**config.mk**
```make
export PLATFORM = sky130hd
export DESIGN_NAME = hdlc_rx_frame
export DESIGN_NICKNAME = d
export VERILOG_FILES = /design/src/rtl/hdlc_rx_pkg.sv /design/src/rtl/hdlc_rx_delin.sv /design/src/rtl/hdlc_rx_collect.sv /design/src/rtl/hdlc_rx_fifo.sv /design/src/rtl/hdlc_rx_frame.sv
export SDC_FILE = /design/constraint.sdc
export NUM_CORES = 1
export LEC_CHECK = 0
export CELL_PAD_IN_SITES_DETAIL_PLACEMENT = 1
export CELL_PAD_IN_SITES_GLOBAL_PLACEMENT = 2
export CORE_ASPECT_RATIO = 1.1
export CORE_MARGIN = 2
export CORE_UTILIZATION = 44
export CTS_BUF_LIST = sky130_fd_sc_hd__clkbuf_8
export DETAILED_ROUTE_END_ITERATION = 8
export DONT_BUFFER_PORTS = 1
export GPL_TIMING_DRIVEN = 1
export MAX_ROUTING_LAYER = met4
export PLACE_DENSITY = 0.83
export SLEW_MARGIN = 20
export SYNTH_ARGS = -nofsm -noshare
export SYNTH_HDL_FRONTEND = slang
export SYNTH_SLANG_ARGS = --single-unit
```
**constraint.sdc**
```tcl
create_clock -name clk -period 3.8 [get_ports clk]
set_input_delay 0.76 -clock clk [delete_from_list [all_inputs] [get_ports clk]]
set_output_delay 0.76 -clock clk [all_outputs]
set_load 0.02 [all_outputs]
```
**src/rtl/hdlc_rx_pkg.sv**
```systemverilog
package hdlc_rx_pkg;
  localparam logic [1:0] TAG_DATA = 2'b00;
  localparam logic [1:0] TAG_GOOD = 2'b01;
  localparam logic [1:0] TAG_BAD  = 2'b10;

  localparam logic [1:0] AM_ANY = 2'd0;
  localparam logic [1:0] AM_ONE = 2'd1;

  localparam logic [15:0] CRC_PRESET  = 16'hFFFF;
  localparam logic [15:0] CRC_POLY_LS = 16'h8408;
  localparam logic [15:0] CRC_RESIDUE = 16'hF0B8;
  localparam logic [7:0]  BROADCAST   = 8'hFF;

  localparam int KEEP_BITS = 25;
  localparam int GOOD_BITS = 32;
  localparam int HOLD_BYTES = 3;

  localparam int IRQ_NF  = 0;
  localparam int IRQ_OVF = 1;
  localparam int IRQ_EOP = 2;
  localparam int IRQ_BAD = 3;
  localparam int IRQ_N   = 4;

  function automatic logic [15:0] crc_next(input logic [15:0] c, input logic b);
    logic fb;
    fb = c[0] ^ b;
    return fb ? ((c >> 1) ^ CRC_POLY_LS) : (c >> 1);
  endfunction

  function automatic logic addr_pass(input logic [1:0] mode, input logic [7:0] b0,
                                     input logic [7:0] b1, input logic [7:0] a0,
                                     input logic [7:0] a1);
    if (mode == AM_ANY) return 1'b1;
    if (b0 == BROADCAST) return 1'b1;
    if (mode == AM_ONE) return b0 == a0;
    return (b0 == a0) && (b1 == a1);
  endfunction
endpackage

```
**src/rtl/hdlc_rx_delin.sv**
```systemverilog
module hdlc_rx_delin #(
  parameter int FLAG_ONES = 6
) (
  input  logic clk,
  input  logic rst,
  input  logic rx_en,
  input  logic rx_bit,
  output logic o_bit_vld,
  output logic o_bit,
  output logic o_flag,
  output logic o_abort
);
  localparam int DLY = FLAG_ONES + 1;
  localparam int OW  = $clog2(FLAG_ONES + 2);
  localparam int FW  = $clog2(DLY + 1);
  localparam logic [OW-1:0] N_STUFF = OW'(FLAG_ONES - 1);
  localparam logic [OW-1:0] N_FLAG  = OW'(FLAG_ONES);
  localparam logic [OW-1:0] N_ABORT = OW'(FLAG_ONES + 1);
  localparam logic [FW-1:0] FILL_MAX = FW'(DLY);

  logic [OW-1:0]  ones;
  logic [DLY-1:0] dly;
  logic [FW-1:0]  fill;
  logic           push_en;

  always_comb begin
    push_en = 1'b0;
    if (rx_en) begin
      if (rx_bit) push_en = (ones <= N_STUFF);
      else        push_en = (ones != N_STUFF) && (ones != N_FLAG);
    end
  end

  always_ff @(posedge clk) begin
    if (rst) begin
      ones      <= '0;
      dly       <= '0;
      fill      <= '0;
      o_bit_vld <= 1'b0;
      o_bit     <= 1'b0;
      o_flag    <= 1'b0;
      o_abort   <= 1'b0;
    end else begin
      o_bit_vld <= 1'b0;
      o_flag    <= 1'b0;
      o_abort   <= 1'b0;
      if (rx_en) begin
        if (rx_bit) begin
          if (ones == N_FLAG) begin
            o_abort <= 1'b1;
            ones    <= N_ABORT;
            fill    <= '0;
          end else if (ones != N_ABORT) begin
            ones <= ones + 1'b1;
          end
        end else begin
          ones <= '0;
          if (ones == N_FLAG) begin
            o_flag <= 1'b1;
            fill   <= '0;
          end
        end
        if (push_en) begin
          dly <= {dly[DLY-2:0], rx_bit};
          if (fill == FILL_MAX) begin
            o_bit_vld <= 1'b1;
            o_bit     <= dly[DLY-1];
          end else begin
            fill <= fill + 1'b1;
          end
        end
      end
    end
  end

  // a line bit only leaves the delimiter after a strobed cycle
  p_strobe_gate_r10: assert property (@(posedge clk) disable iff (rst)
    (o_bit_vld || o_flag || o_abort) |-> $past(rx_en));
  // an abort leaves the ones counter in the hunt value
  p_abort_hunt_r2: assert property (@(posedge clk) disable iff (rst)
    o_abort |-> ones == N_ABORT);
endmodule

```
**src/rtl/hdlc_rx_collect.sv**
```systemverilog
module hdlc_rx_collect
  import hdlc_rx_pkg::*;
#(
  parameter int CNT_W = 16
) (
  input  logic       clk,
  input  logic       rst,
  input  logic       bit_vld,
  input  logic       bit_in,
  input  logic       flag_in,
  input  logic       abort_in,
  input  logic [1:0] addr_mode,
  input  logic [7:0] addr0,
  input  logic [7:0] addr1,
  output logic       wr_en,
  output logic [7:0] wr_data,
  output logic [1:0] wr_tag,
  output logic       ev_good,
  output logic       ev_bad
);
  localparam logic [CNT_W-1:0] CNT_MAX = '1;
  localparam logic [1:0] HOLD_L = 2'(HOLD_BYTES);

  logic             in_frame;
  logic [CNT_W-1:0] bitcnt;
  logic [7:0]       sreg;
  logic [2:0]       nbit;
  logic [15:0]      crc;
  logic [7:0]       q  [HOLD_BYTES];
  logic [1:0]       qcnt;
  logic             started, keep_r;
  logic [7:0]       fl [HOLD_BYTES];
  logic [1:0]       fl_left;
  logic             fl_bad;

  logic       keep_now, long_enough, frame_bad, byte_done;
  logic [7:0] new_byte;

  always_comb begin
    keep_now    = started ? keep_r : addr_pass(addr_mode, q[0], q[1], addr0, addr1);
    long_enough = bitcnt >= CNT_W'(KEEP_BITS);
    frame_bad   = (bitcnt < CNT_W'(GOOD_BITS)) || (bitcnt[2:0] != 3'd0) || (crc != CRC_RESIDUE);
    byte_done   = bit_vld && in_frame && (nbit == 3'd7);
    new_byte    = {bit_in, sreg[7:1]};
  end

  always_ff @(posedge clk) begin
    if (rst) begin
      in_frame <= 1'b0;
      bitcnt   <= '0;
      sreg     <= '0;
      nbit     <= '0;
      crc      <= CRC_PRESET;
      qcnt     <= '0;
      started  <= 1'b0;
      keep_r   <= 1'b0;
      fl_left  <= '0;
      fl_bad   <= 1'b0;
      wr_en    <= 1'b0;
      wr_data  <= '0;
      wr_tag   <= TAG_DATA;
      ev_good  <= 1'b0;
      ev_bad   <= 1'b0;
      for (int i = 0; i < HOLD_BYTES; i++) begin
        q[i]  <= '0;
        fl[i] <= '0;
      end
    end else begin
      wr_en   <= 1'b0;
      ev_good <= 1'b0;
      ev_bad  <= 1'b0;
      if (fl_left != 2'd0) begin
        wr_en   <= 1'b1;
        wr_data <= fl[0];
        wr_tag  <= (fl_left == 2'd1) ? (fl_bad ? TAG_BAD : TAG_GOOD) : TAG_DATA;
        for (int i = 0; i < HOLD_BYTES - 1; i++) fl[i] <= fl[i+1];
        fl_left <= fl_left - 2'd1;
      end
      if (flag_in || abort_in) begin
        if (in_frame && long_enough && keep_now) begin
          for (int i = 0; i < HOLD_BYTES; i++) fl[i] <= q[i];
          fl_left <= HOLD_L;
          fl_bad  <= abort_in || frame_bad;
          ev_good <= flag_in && !frame_bad;
          ev_bad  <= abort_in || frame_bad;
        end
        in_frame <= flag_in;
        bitcnt   <= '0;
        nbit     <= '0;
        crc      <= CRC_PRESET;
        qcnt     <= '0;
        started  <= 1'b0;
      end else if (bit_vld && in_frame) begin
        sreg <= new_byte;
        crc  <= crc_next(crc, bit_in);
        nbit <= nbit + 3'd1;
        if (bitcnt != CNT_MAX) bitcnt <= bitcnt + 1'b1;
        if (byte_done) begin
          if (qcnt == HOLD_L) begin
            for (int i = 0; i < HOLD_BYTES - 1; i++) q[i] <= q[i+1];
            q[HOLD_BYTES-1] <= new_byte;
            if (!started) begin
              started <= 1'b1;
              keep_r  <= addr_pass(addr_mode, q[0], q[1], addr0, addr1);
            end
            if (keep_now) begin
              wr_en   <= 1'b1;
              wr_data <= q[0];
              wr_tag  <= TAG_DATA;
            end
          end else begin
            q[qcnt] <= new_byte;
            qcnt    <= qcnt + 2'd1;
          end
        end
      end
    end
  end

  // a frame below the keep length ends with no event
  p_short_silent_r3: assert property (@(posedge clk) disable iff (rst)
    (flag_in && in_frame && !long_enough) |=> !ev_good && !ev_bad);
  // an abort on a long accepted frame starts a bad-tagged drain
  p_abort_bad_r11: assert property (@(posedge clk) disable iff (rst)
    (abort_in && in_frame && long_enough && keep_now) |=> (fl_left == HOLD_L) && fl_bad && ev_bad);
  // the good and bad end events never coincide
  p_one_verdict_r5: assert property (@(posedge clk) disable iff (rst)
    !(ev_good && ev_bad));
  // the drain and a streaming byte never compete for the write port
  p_one_writer_r1: assert property (@(posedge clk) disable iff (rst)
    (fl_left != 2'd0) |-> !(byte_done && qcnt == HOLD_L && !flag_in && !abort_in));
endmodule

```
**src/rtl/hdlc_rx_fifo.sv**
```systemverilog
module hdlc_rx_fifo #(
  parameter int DEPTH    = 32,
  parameter int WIDTH    = 10,
  parameter int NF_LEVEL = 28
) (
  input  logic             clk,
  input  logic             rst,
  input  logic             wr_en,
  input  logic [WIDTH-1:0] wr_data,
  input  logic             rd_en,
  output logic [WIDTH-1:0] rd_q,
  output logic             rd_vld,
  output logic             empty,
  output logic             near_full,
  output logic             ovf
);
  localparam int AW = $clog2(DEPTH);
  localparam logic [AW:0]   CNT_FULL = (AW+1)'(DEPTH);
  localparam logic [AW:0]   CNT_NF   = (AW+1)'(NF_LEVEL);
  localparam logic [AW-1:0] LAST     = AW'(DEPTH - 1);

  logic [WIDTH-1:0] mem [DEPTH];
  logic [AW-1:0]    wp, rp;
  logic [AW:0]      cnt;
  logic             full, do_wr, do_rd;

  always_comb begin
    full      = (cnt == CNT_FULL);
    empty     = (cnt == '0);
    near_full = (cnt >= CNT_NF);
    do_wr     = wr_en && !full;
    do_rd     = rd_en && !empty;
  end

  always_ff @(posedge clk) begin
    if (do_wr) mem[wp] <= wr_data;
    if (do_rd) rd_q <= mem[rp];
  end

  always_ff @(posedge clk) begin
    if (rst) begin
      wp     <= '0;
      rp     <= '0;
      cnt    <= '0;
      rd_vld <= 1'b0;
      ovf    <= 1'b0;
    end else begin
      rd_vld <= do_rd;
      ovf    <= wr_en && full;
      if (do_wr) wp <= (wp == LAST) ? '0 : wp + 1'b1;
      if (do_rd) rp <= (rp == LAST) ? '0 : rp + 1'b1;
      case ({do_wr, do_rd})
        2'b10:   cnt <= cnt + 1'b1;
        2'b01:   cnt <= cnt - 1'b1;
        default: cnt <= cnt;
      endcase
    end
  end

  // occupancy never exceeds the depth
  p_no_overflow_r8: assert property (@(posedge clk) disable iff (rst)
    cnt <= CNT_FULL);
  // a write into a full FIFO leaves the occupancy unchanged
  p_full_drop_r8: assert property (@(posedge clk) disable iff (rst)
    (full && wr_en && !rd_en) |=> cnt == $past(cnt));
  // popped data appears only for a requested pop
  p_read_ack_r8: assert property (@(posedge clk) disable iff (rst)
    rd_vld |-> $past(rd_en));
endmodule

```
**src/rtl/hdlc_rx_frame.sv**
```systemverilog
module hdlc_rx_frame
  import hdlc_rx_pkg::*;
#(
  parameter int FIFO_DEPTH = 32,
  parameter int NF_LEVEL   = 28,
  parameter int CNT_W      = 16
) (
  input  logic       clk,
  input  logic       rst,
  input  logic       rx_en,
  input  logic       rx_bit,
  input  logic [1:0] addr_mode,
  input  logic [7:0] addr0,
  input  logic [7:0] addr1,
  input  logic       rd_en,
  output logic [7:0] rd_data,
  output logic [1:0] rd_tag,
  output logic       rd_valid,
  output logic       fifo_empty,
  input  logic [3:0] irq_mask,
  input  logic [3:0] irq_clr,
  output logic [3:0] irq_stat,
  output logic       irq
);
  logic       b_vld, b_val, f_evt, a_evt;
  logic       w_en, ev_good, ev_bad, near_full, ovf;
  logic [7:0] w_data;
  logic [1:0] w_tag;
  logic [9:0] r_q;
  logic [IRQ_N-1:0] irq_set;

  hdlc_rx_delin u_delin (
    .clk(clk), .rst(rst), .rx_en(rx_en), .rx_bit(rx_bit),
    .o_bit_vld(b_vld), .o_bit(b_val), .o_flag(f_evt), .o_abort(a_evt)
  );

  hdlc_rx_collect #(.CNT_W(CNT_W)) u_collect (
    .clk(clk), .rst(rst), .bit_vld(b_vld), .bit_in(b_val),
    .flag_in(f_evt), .abort_in(a_evt), .addr_mode(addr_mode),
    .addr0(addr0), .addr1(addr1), .wr_en(w_en), .wr_data(w_data),
    .wr_tag(w_tag), .ev_good(ev_good), .ev_bad(ev_bad)
  );

  hdlc_rx_fifo #(.DEPTH(FIFO_DEPTH), .WIDTH(10), .NF_LEVEL(NF_LEVEL)) u_fifo (
    .clk(clk), .rst(rst), .wr_en(w_en), .wr_data({w_tag, w_data}),
    .rd_en(rd_en), .rd_q(r_q), .rd_vld(rd_valid), .empty(fifo_empty),
    .near_full(near_full), .ovf(ovf)
  );

  assign rd_data = r_q[7:0];
  assign rd_tag  = r_q[9:8];

  always_comb begin
    irq_set          = '0;
    irq_set[IRQ_NF]  = near_full;
    irq_set[IRQ_OVF] = ovf;
    irq_set[IRQ_EOP] = ev_good;
    irq_set[IRQ_BAD] = ev_bad;
  end

  for (genvar i = 0; i < IRQ_N; i++) begin : g_src
    always_ff @(posedge clk) begin
      if (rst) irq_stat[i] <= 1'b0;
      else     irq_stat[i] <= (irq_stat[i] && !irq_clr[i]) || irq_set[i];
    end
  end

  always_ff @(posedge clk) begin
    if (rst) irq <= 1'b0;
    else     irq <= |(irq_stat & irq_mask);
  end

  // a bad-frame event is latched into its source bit
  p_bad_latch_r9: assert property (@(posedge clk) disable iff (rst)
    ev_bad |=> irq_stat[IRQ_BAD]);
  // a source bit falls only through a clear
  p_clear_only_r9: assert property (@(posedge clk) disable iff (rst)
    $fell(irq_stat[IRQ_EOP]) |-> $past(irq_clr[IRQ_EOP]));
endmodule

```
Yosys cells after proc, flatten, opt, wreduce, memory -nomap -nowiden
Memory sizes are Yosys's and may differ from the RTL's. A register that Yosys moved wholly into a read port is not among the register bits.
Index checks and enable logic that the tools add are counted.
- flip-flop bits (word level): 104
- memory bits (writable): 368
- input port bits: 31
- output and inout bits: 17
- memories: 3
- memory list (memory ; depth ; bits a word ; read ports ; clocked after Yosys merged registers in ; write ports ; RTL line ; source):
    u_fifo.mem ; 32 ; 10 ; 1 ; 1 ; 1 ; hdlc_rx_fifo.sv:22 ; logic [WIDTH-1:0] mem [DEPTH];
    u_collect.fl ; 3 ; 8 ; 3 ; 0 ; 3 ; hdlc_rx_collect.sv:32 ; logic [7:0] fl [HOLD_BYTES];
    u_collect.q ; 3 ; 8 ; 3 ; 0 ; 3 ; hdlc_rx_collect.sv:29 ; logic [7:0] q [HOLD_BYTES];
- add/subtract/negate cells: 10
- magnitude comparators: 4
- eq/ne operators: 20
- muxes and demuxes: 107
- bitwise gates (word level): 18
- reduce and logical (&&, ||, !) cells: 50
- operators by type and width (kind ; count):
    $mux 8 ; 15
    $mux 1 ; 70
    $ne 16x16->1 const B ; 2
    $mux 2 ; 12
    $mux 3 ; 6
    $add 16x1->16 const B ; 1
    $eq 8x8->1 ; 2
    $ge 16x5->1 const B ; 1
    $lt 16x6->1 const B ; 1
    $mux 16 ; 1
    $logic_and 1x1->1 ; 14
    $pmux 6 s2 ; 1
    $reduce_or 3->1 ; 4
    $add 5x1->5 const B ; 2
    $eq 5x5->1 const B ; 2
    $mux 5 ; 2
    $reduce_and 2->1 ; 5
    $add 3x1->3 const B ; 3
    $eq 3x3->1 const B ; 3
    $ne 3x3->1 const B ; 3
    $reduce_and 3->1 ; 3
    $eq 8x8->1 const B ; 1
    $logic_or 1x1->1 ; 8
    $or 1x1->1 ; 8
    other kinds (23) ; 39

Depth between registers and ports, before layout
Gate-level depths: netlist of run 1.
- depth in word-level cells: 26
- mapped depth: 13
- mapped depth without buffers: 12

Hierarchy
A second synthesis of run 1 with hierarchy kept.
- cell total of the unflattened synthesis: 1309
- area total of the unflattened synthesis: 19837.8 sq um
- modules (own cells, without submodules) (module ; times used ; cells each ; area each (sq um) ; sequential area each (sq um)):
    hdlc_rx_fifo ; 1 ; 709 ; 13719.4 ; 10269.8
    hdlc_rx_collect ; 1 ; 501 ; 5143.7 ; 2702.6
    hdlc_rx_delin ; 1 ; 79 ; 794.5 ; 340.3
    hdlc_rx_frame ; 1 ; 20 ; 180.2 ; 100.1

Worst setup path after synthesis of run 1
No wires, ideal clock.
- kind: register -> register
- from: register u_fifo.cnt[1]
- to: register u_fifo.cnt[5]
- setup time: 128 ps
- arrival: 3636 ps
- path slack: 36 ps
- cell stages (with the launch flop): 14
- buffers on the path: 1
- cell sequence: dfxtp_1 or4_1 nor3_1 nand2b_1 clkbuf_1 inv_1 ha_1 ha_1 a21o_1 a21o_1 a211o_1 o311ai_0 xnor2_1 nor2_1
- longest elaborated chain between the ends: 5
- elaborated cells on any way between the ends: 12
- those cells by class: add/sub: 2; eq/ne: 3; mux: 1; reduce/logical: 6
- RTL lines (element ; RTL line ; source):
    from (decl) ; hdlc_rx_fifo.sv:24 ; logic [AW:0] cnt;
    from (signal assigned) ; hdlc_rx_fifo.sv:53 ; 2'b10: cnt <= cnt + 1'b1;
    from (signal assigned) ; hdlc_rx_fifo.sv:54 ; 2'b01: cnt <= cnt - 1'b1;
    from (signal assigned) ; hdlc_rx_fifo.sv:55 ; default: cnt <= cnt;
    $logic_not 6->1 * ; hdlc_rx_fifo.sv:29 ; empty = (cnt == '0);
    via fifo_empty ; hdlc_rx_frame.sv:19 ; output logic fifo_empty,
    $logic_not 1->1 * ; hdlc_rx_fifo.sv:32 ; do_rd = rd_en && !empty;
    $logic_and 1x1->1 * ; hdlc_rx_fifo.sv:32 ;
    via u_fifo.do_rd ; hdlc_rx_fifo.sv:25 ; logic full, do_wr, do_rd;
    $eq 2x1->1 or $eq 2x2->1 (tied branches) ; hdlc_rx_fifo.sv:52 ; case ({do_wr, do_rd})
    $pmux 6 s2 or $reduce_bool 2->1 (tied branches) ; - ;
The timed path passes the listed nets; every way through them passes the cells marked *.
A chain may end at the register's enable or synchronous reset.

Worst setup path after layout of run 1
- from: register u_fifo.cnt[1]
- to: register u_fifo.cnt[5]
- longest elaborated chain between the ends: 5
- elaborated cells on any way between the ends: 12
- those cells by class: add/sub: 2; eq/ne: 3; mux: 1; reduce/logical: 6
- RTL lines (element):
    parallel branches: the longest is 5 deep, another holds $sub 6x1->6
Several ways; the timed one is not identified.

==> impl_results.md, run 1 <==
- Outcome: finished clean
- Clock Path Buffers: 3
- Yosys warnings: 0
- # setup viols final: 0
- Inserted Diodes: 0
- Detailed-placement wirelength estimate: 27.2 mm
- Commonest non-fill, non-tap cell in the layout: edfxtp_1
- Final WS setup: 0.420 ns
- Most frequent cells in the layout: 378 x edfxtp_1, 100 x mux4_2, 91 x dfxtp_1
- Setup Total Neg Slack: 0 ns
- Worst Hold Class: in2reg
- Syn Nets: 1304
- Area Overhead vs Synth: 11.4%
- Synth top area share: 57.6%
- Starting Density: 44.5%
- Fin crit share: 88.9%
- Vias in the first global route: 11779
- Layout cells sized above 1: 19.9%
- Max Slew Vio Count: 0
- Initial antenna violation count: 0
- Post-CTS setup buffers: 0
- Post-synth EDFFs: 378
- Post-synthesis sequential area ratio: 68.1%
- Worst slew pin tran: 1.15 ns
- Synth area leader: edfxtp_1
- Dominant cells by area after synthesis: edfxtp_1 58%, mux4_2 11%, dfxtp_1 10%
- DRC errors left: 0
- Core Region: 44300 sq um
- Htree depth: 3
- Worst setup SP type: flip-flop
- First-pass GRT wire length: 68.1 mm
- Total track usage: 19.9%
- Final WL: 42.5 mm
- DIE AREA: 46500 sq um
- Max VDD drop: 0.243 mV
- Drt pass-1 iters: 5
- Die X: 206 um
- Post-synth top flop: edfxtp_1
- Grt ovf: 0
- CP Class: reg2reg
- Final Hold Vio Count: 0
- Yosys cell types: 64
- Final antenna-violating net count: 0
- R2R depth: 12
- Crit path max fanout: 8
- Synthesized area: 19700 sq um
- Pwr dens: 461 nW/um^2
- DR iter-0 viols: 588
- Synth Area per Inst: 15.8 sq um
- Fmax: 296 MHz
- Data required, critical path: 4.30 ns
- WHS Path Cells: 1
- RD Place Congestion: 0.774
- Post-cts resize count: 0
- Pin count of the biggest net entering global routing: 114
- Clock period minus worst slack: 3.38 ns
- Post-Synthesis Cells: 1244
- Num rows: 81
- Pre-CTS setup slack: 0.393 ns
- Max-Slew Margin vs Limit: 23.5%
- Max_cap viols: 0
- Asr flop ratio synth: 0%
- Root Driver: clkbuf_8
- Port bufs: 0
- Critical path data arrival time: 3.88 ns
- Sink Count: 481
- Reg clk slew, reported paths: 0.06 ns
- Critical path capture point type: flip-flop
- Number of CTS-inserted buffers: 79
- Lkg Pwr: 7.23 nW
- Via count: 10688
- Worst skew pair latency: 0.64 ns
- Nets: 1342
- WL per Instance: 22.0 um
- Synthesized flop and latch total: 481
- Clock skew: 0.0427 ns
- Die Y-Extent: 226 um
- Hold Buf Count CTS: 0
- RSZ-0062 raised after global routing: false
- Vias per cell: 5.54
- CTS tree: done
- I/O Pins: 48
Yosys cell counts (13+ instances only):
cell type / number
nor2_1: 90
a21oi_1: 44
mux4_2: 100
xnor2_1: 16
and2_1: 15
nand3_1: 26
a22o_1: 16
mux2i_1: 19
ha_1: 28
nor4_1: 13
nor3_1: 13
edfxtp_1: 378
o21ai_0: 30
nand2_1: 83
xor2_1: 25
nor3b_1: 17
clkbuf_1: 49
dfxtp_1: 103
inv_1: 35
layer usage:
metal,GRT usage [%],wire [um]
met1,24.3,17900
met2,33.0,21800
met5,-,0
met4,6.41,877
met3,4.14,2010
worst max-delay path, cell delays in order, from the launching register on:
cell,delay [ns]
dfxtp_1,0.34
or4_1,0.55
or3b_2,0.47
and2_1,0.26
clkinv_1,0.16
ha_1,0.21
buf_4,0.18
ha_1,0.27
a21o_1,0.21
a211o_1,0.29
o311ai_0,0.12
xnor2_1,0.17
nor2_1,0.05
layout make-up:
class                      instances  area [sq um]
tap                              581           727
clock buffer                      83          1140
clock inverter                    64           398
inverter                          36           135
fill                            4252         22400
sequential                       481         13400
multi-input combinational        662          5900
timing repair buffer              22           190
flip-flops by register name (all words and copies together), names as in the netlist, 4 cells and up:
register,cells
u_delin.dly,7
irq_stat,4
u_fifo.cnt,6
u_fifo.rd_q,10
u_collect.bitcnt,16
u_fifo.rp,5
u_collect.sreg,7
u_collect.fl,24
u_fifo.mem,320
u_collect.wr_data,8
u_fifo.wp,5
u_collect.crc,16
u_collect.q,24
cells by family after synthesis:
group	share of synthesized area (%)
flip-flops	68.1
XOR/XNOR	1.82
AND/OR/NAND/NOR	8.57
AO/OA/AOI/OAI	4.66
buffers and inverters	1.98
multiplexers	13.0
adder cells (fa/ha/maj)	1.88
through the flow:
stage / instance area [sq um] / total power, mW / cells / hold slack (ns) / utilization (%)
2_1_floorplan: 19700 / 5.82 / 1244 / 0.413 / -
3_3_place_gp: 20400 / 5.82 / 1782 / 0.446 / 46.0
3_5_place_dp: 20400 / 5.83 / 1782 / 0.448 / 46.0
5_1_grt: 21900 / 10.5 / 1929 / 0.165 / 49.5
4_1_cts: 21900 / 10.3 / 1929 / 0.150 / 49.5
6_report: 21900 / 10.1 / 1929 / 0.203 / 49.5
power by group:
part / leakage (nW) / switching [mW] / internal (mW)
Clock: 0.862 / 2.08 / 2.32
Sequential: 4.38 / 0.0160 / 5.62
Combinational: 1.98 / 0.0447 / 0.0289
Total: 7.23 / 2.14 / 7.97
worst paths after layout:
path / slack [ns] / from / to
min reg2reg: 0.45 / u_collect.ev_bad$_SDFF_PN0_ / irq_stat[3]$_SDFF_PP0_
min: 0.20 / rst / irq$_SDFF_PP0_
max reg2reg: 0.42 / u_fifo.cnt[1]$_SDFFE_PP0P_ / u_fifo.cnt[5]$_SDFFE_PP0P_
max: 0.42 / u_fifo.cnt[1]$_SDFFE_PP0P_ / u_fifo.cnt[5]$_SDFFE_PP0P_
No activity file was read; power rests on OpenSTA's default activity.
==> inputs of run 2 (changes only) <==
--- a/config.mk
+++ b/config.mk
@@ -7,7 +7,7 @@
 export LEC_CHECK = 0
 export CELL_PAD_IN_SITES_DETAIL_PLACEMENT = 1
 export CELL_PAD_IN_SITES_GLOBAL_PLACEMENT = 2
-export CORE_ASPECT_RATIO = 1.1
+export CORE_ASPECT_RATIO = 1.75
 export CORE_MARGIN = 2
 export CORE_UTILIZATION = 44
 export CTS_BUF_LIST = sky130_fd_sc_hd__clkbuf_8
==> impl_results.md, run 2 (same netlist as run 1, synthesis figures left out) <==
- Outcome: finished clean
- Port bufs: 0
- Post-cts resize count: 0
- Vias in the first global route: 11903
- DIE AREA: 46500 sq um
- Final WL: 42.3 mm
- First-pass GRT wire length: 67.4 mm
- # setup viols final: 0
- Nets: 1332
- Fill count: 4217
- DR iter-0 viols: 586
- Max VDD drop: 0.323 mV
- WL per Instance: 22.2 um
- Max reg flops: 320
- I/O Pins: 48
- Starting Density: 44.5%
- WHS Path Cells: 1
- Max Slew Vio Count: 0
- Reg clk slew, reported paths: 0.07 ns
- Placed inst area: 20300 sq um
- Num rows: 102
- CP max stage cell: or4_1
- RR Startpoint: u_fifo.cnt[1]$_SDFFE_PP0P_
- Worst setup SP type: flip-flop
- Final antenna-violating net count: 0
- Worst setup path start: u_fifo.cnt[1]$_SDFFE_PP0P_
- RSZ-0062 raised after global routing: false
- Area Overhead vs Synth: 10.4%
- Lkg Pwr: 7.13 nW
- CP most frequent cell: ha_1
- Worst slew pin tran: 1.07 ns
- Core Region: 44300 sq um
- Layout cells sized above 1: 19.5%
- Via count: 10702
- Grt ovf: 0
- Most frequent cells in the layout: 378 x edfxtp_1, 100 x mux4_2, 91 x dfxtp_1
- Overall Power: 9.69 mW
- Max-Slew Margin vs Limit: 28.4%
- Finished Core Util: 49.1%
- Worst Hold Class: in2reg
- CP Class: reg2reg
- Biggest registers after layout: u_fifo.mem (320), u_collect.fl (24), u_collect.q (24)
- Setup Total Neg Slack: 0 ns
- WP depth: 12
- Number of CTS-inserted buffers: 70
- Max stage delay on crit path: 0.54 ns
- Clock period minus worst slack: 3.42 ns
- Critical path capture point type: flip-flop
- Max_cap viols: 0
- Root Driver: clkbuf_8
- Die X: 164 um
- Hold Path Origin: rx_bit
- Clock skew: 0.0317 ns
- Vias per cell: 5.63
- Critical path data arrival time: 3.91 ns
- Drt pass-1 iters: 5
- Commonest non-fill, non-tap cell in the layout: edfxtp_1
- Worst skew pair latency: 0.62 ns
- R2R depth: 12
- Initial antenna violation count: 1
- Post-route cell area: 21700 sq um
- Detailed-placement wirelength estimate: 29.0 mm
- Die Y-Extent: 284 um
- Pwr dens: 446 nW/um^2
- Data required, critical path: 4.29 ns
- Htree depth: 3
- Top cell family by delay on the critical path: simple AND/OR/NAND/NOR gates
- Fin crit share: 90.1%
- Most flops, register: u_fifo.mem
- Final Hold Vio Count: 0
- Crit path max fanout: 8
- Total track usage: 19.6%
- CP bufs+invs: 2
- Fmax: 292 MHz
- Clock Path Buffers: 3
- RD Place Congestion: 0.801
- Pin count of the biggest net entering global routing: 114
- CTS tree: done
- Post-CTS setup buffers: 0
- Sink Count: 481
- Critical path, cell by cell: or4_1 -> or3b_2 -> and2_1 -> clkinv_1 -> ha_1 -> buf_4 -> ha_1 -> a21o_1 -> a211o_1 -> o311ai_0 -> xnor2_1 -> nor2_1
- DRC errors left: 0
- Hold Buf Count CTS: 0
## run 2: worst paths after layout
| check | to | slack, ns |
|---|---|---|
| worst min register to register | irq_stat[1]$_SDFF_PP0_ | 0.46 |
| worst max register to register | u_fifo.cnt[5]$_SDFFE_PP0P_ | 0.38 |
| worst max-delay path | u_fifo.cnt[5]$_SDFFE_PP0P_ | 0.38 |
| worst min-delay path | u_delin.o_flag$_SDFF_PP0_ | 0.23 |
## run 2: layer usage
metal / track usage [%] / up-vias / routed length [um]
met3: 3.07 / 93 / 1710
met2: 35.1 / 253 / 23700
met4: 10.1 / 0 / 1940
li1: - / 4873 / -
met1: 20.6 / 5483 / 14900
met5: - / - / 0
## run 2: layout make-up
cell class              count  area, sq um  share of cell area (%)
flip-flops and latches    481        13400                    61.8
inverters                  36          135                   0.622
diodes                      1         2.50                  0.0115
clock inverters            55          337                    1.55
multi-input cells         662         5900                    27.2
clock buffers              74         1020                    4.68
well taps                 572          716                    3.29
repair buffers             21          195                   0.898
## run 2: power breakdown
group	switching [mW]	total [mW]	internal [mW]
combinational	0.0457	0.0741	0.0284
sequential	0.0162	5.64	5.62
clock	1.99	3.98	1.98
total	2.05	9.69	7.64
## run 2: worst reg2reg max path, delay by kind of cell (launching register included)
| family | cells | cell delay, ns |
|---|---|---|
| adders and majority gates | 2 | 0.48 |
| DFF | 1 | 0.35 |
| xor gates and xnor gates | 1 | 0.17 |
| and+or+nand+nor | 4 | 1.32 |
| AOI/OAI and AO/OA | 3 | 0.66 |
| buffers and inverters | 2 | 0.34 |
## run 2: metrics by stage
stage	setup WS (ns)	instances	hold slack [ns]
global placement	0.468	1771	0.430
CTS	0.380	1900	0.174
finish	0.377	1902	0.228
detailed placement	0.390	1771	0.446
global route	0.201	1902	0.193
floorplan	0.0360	1244	0.413
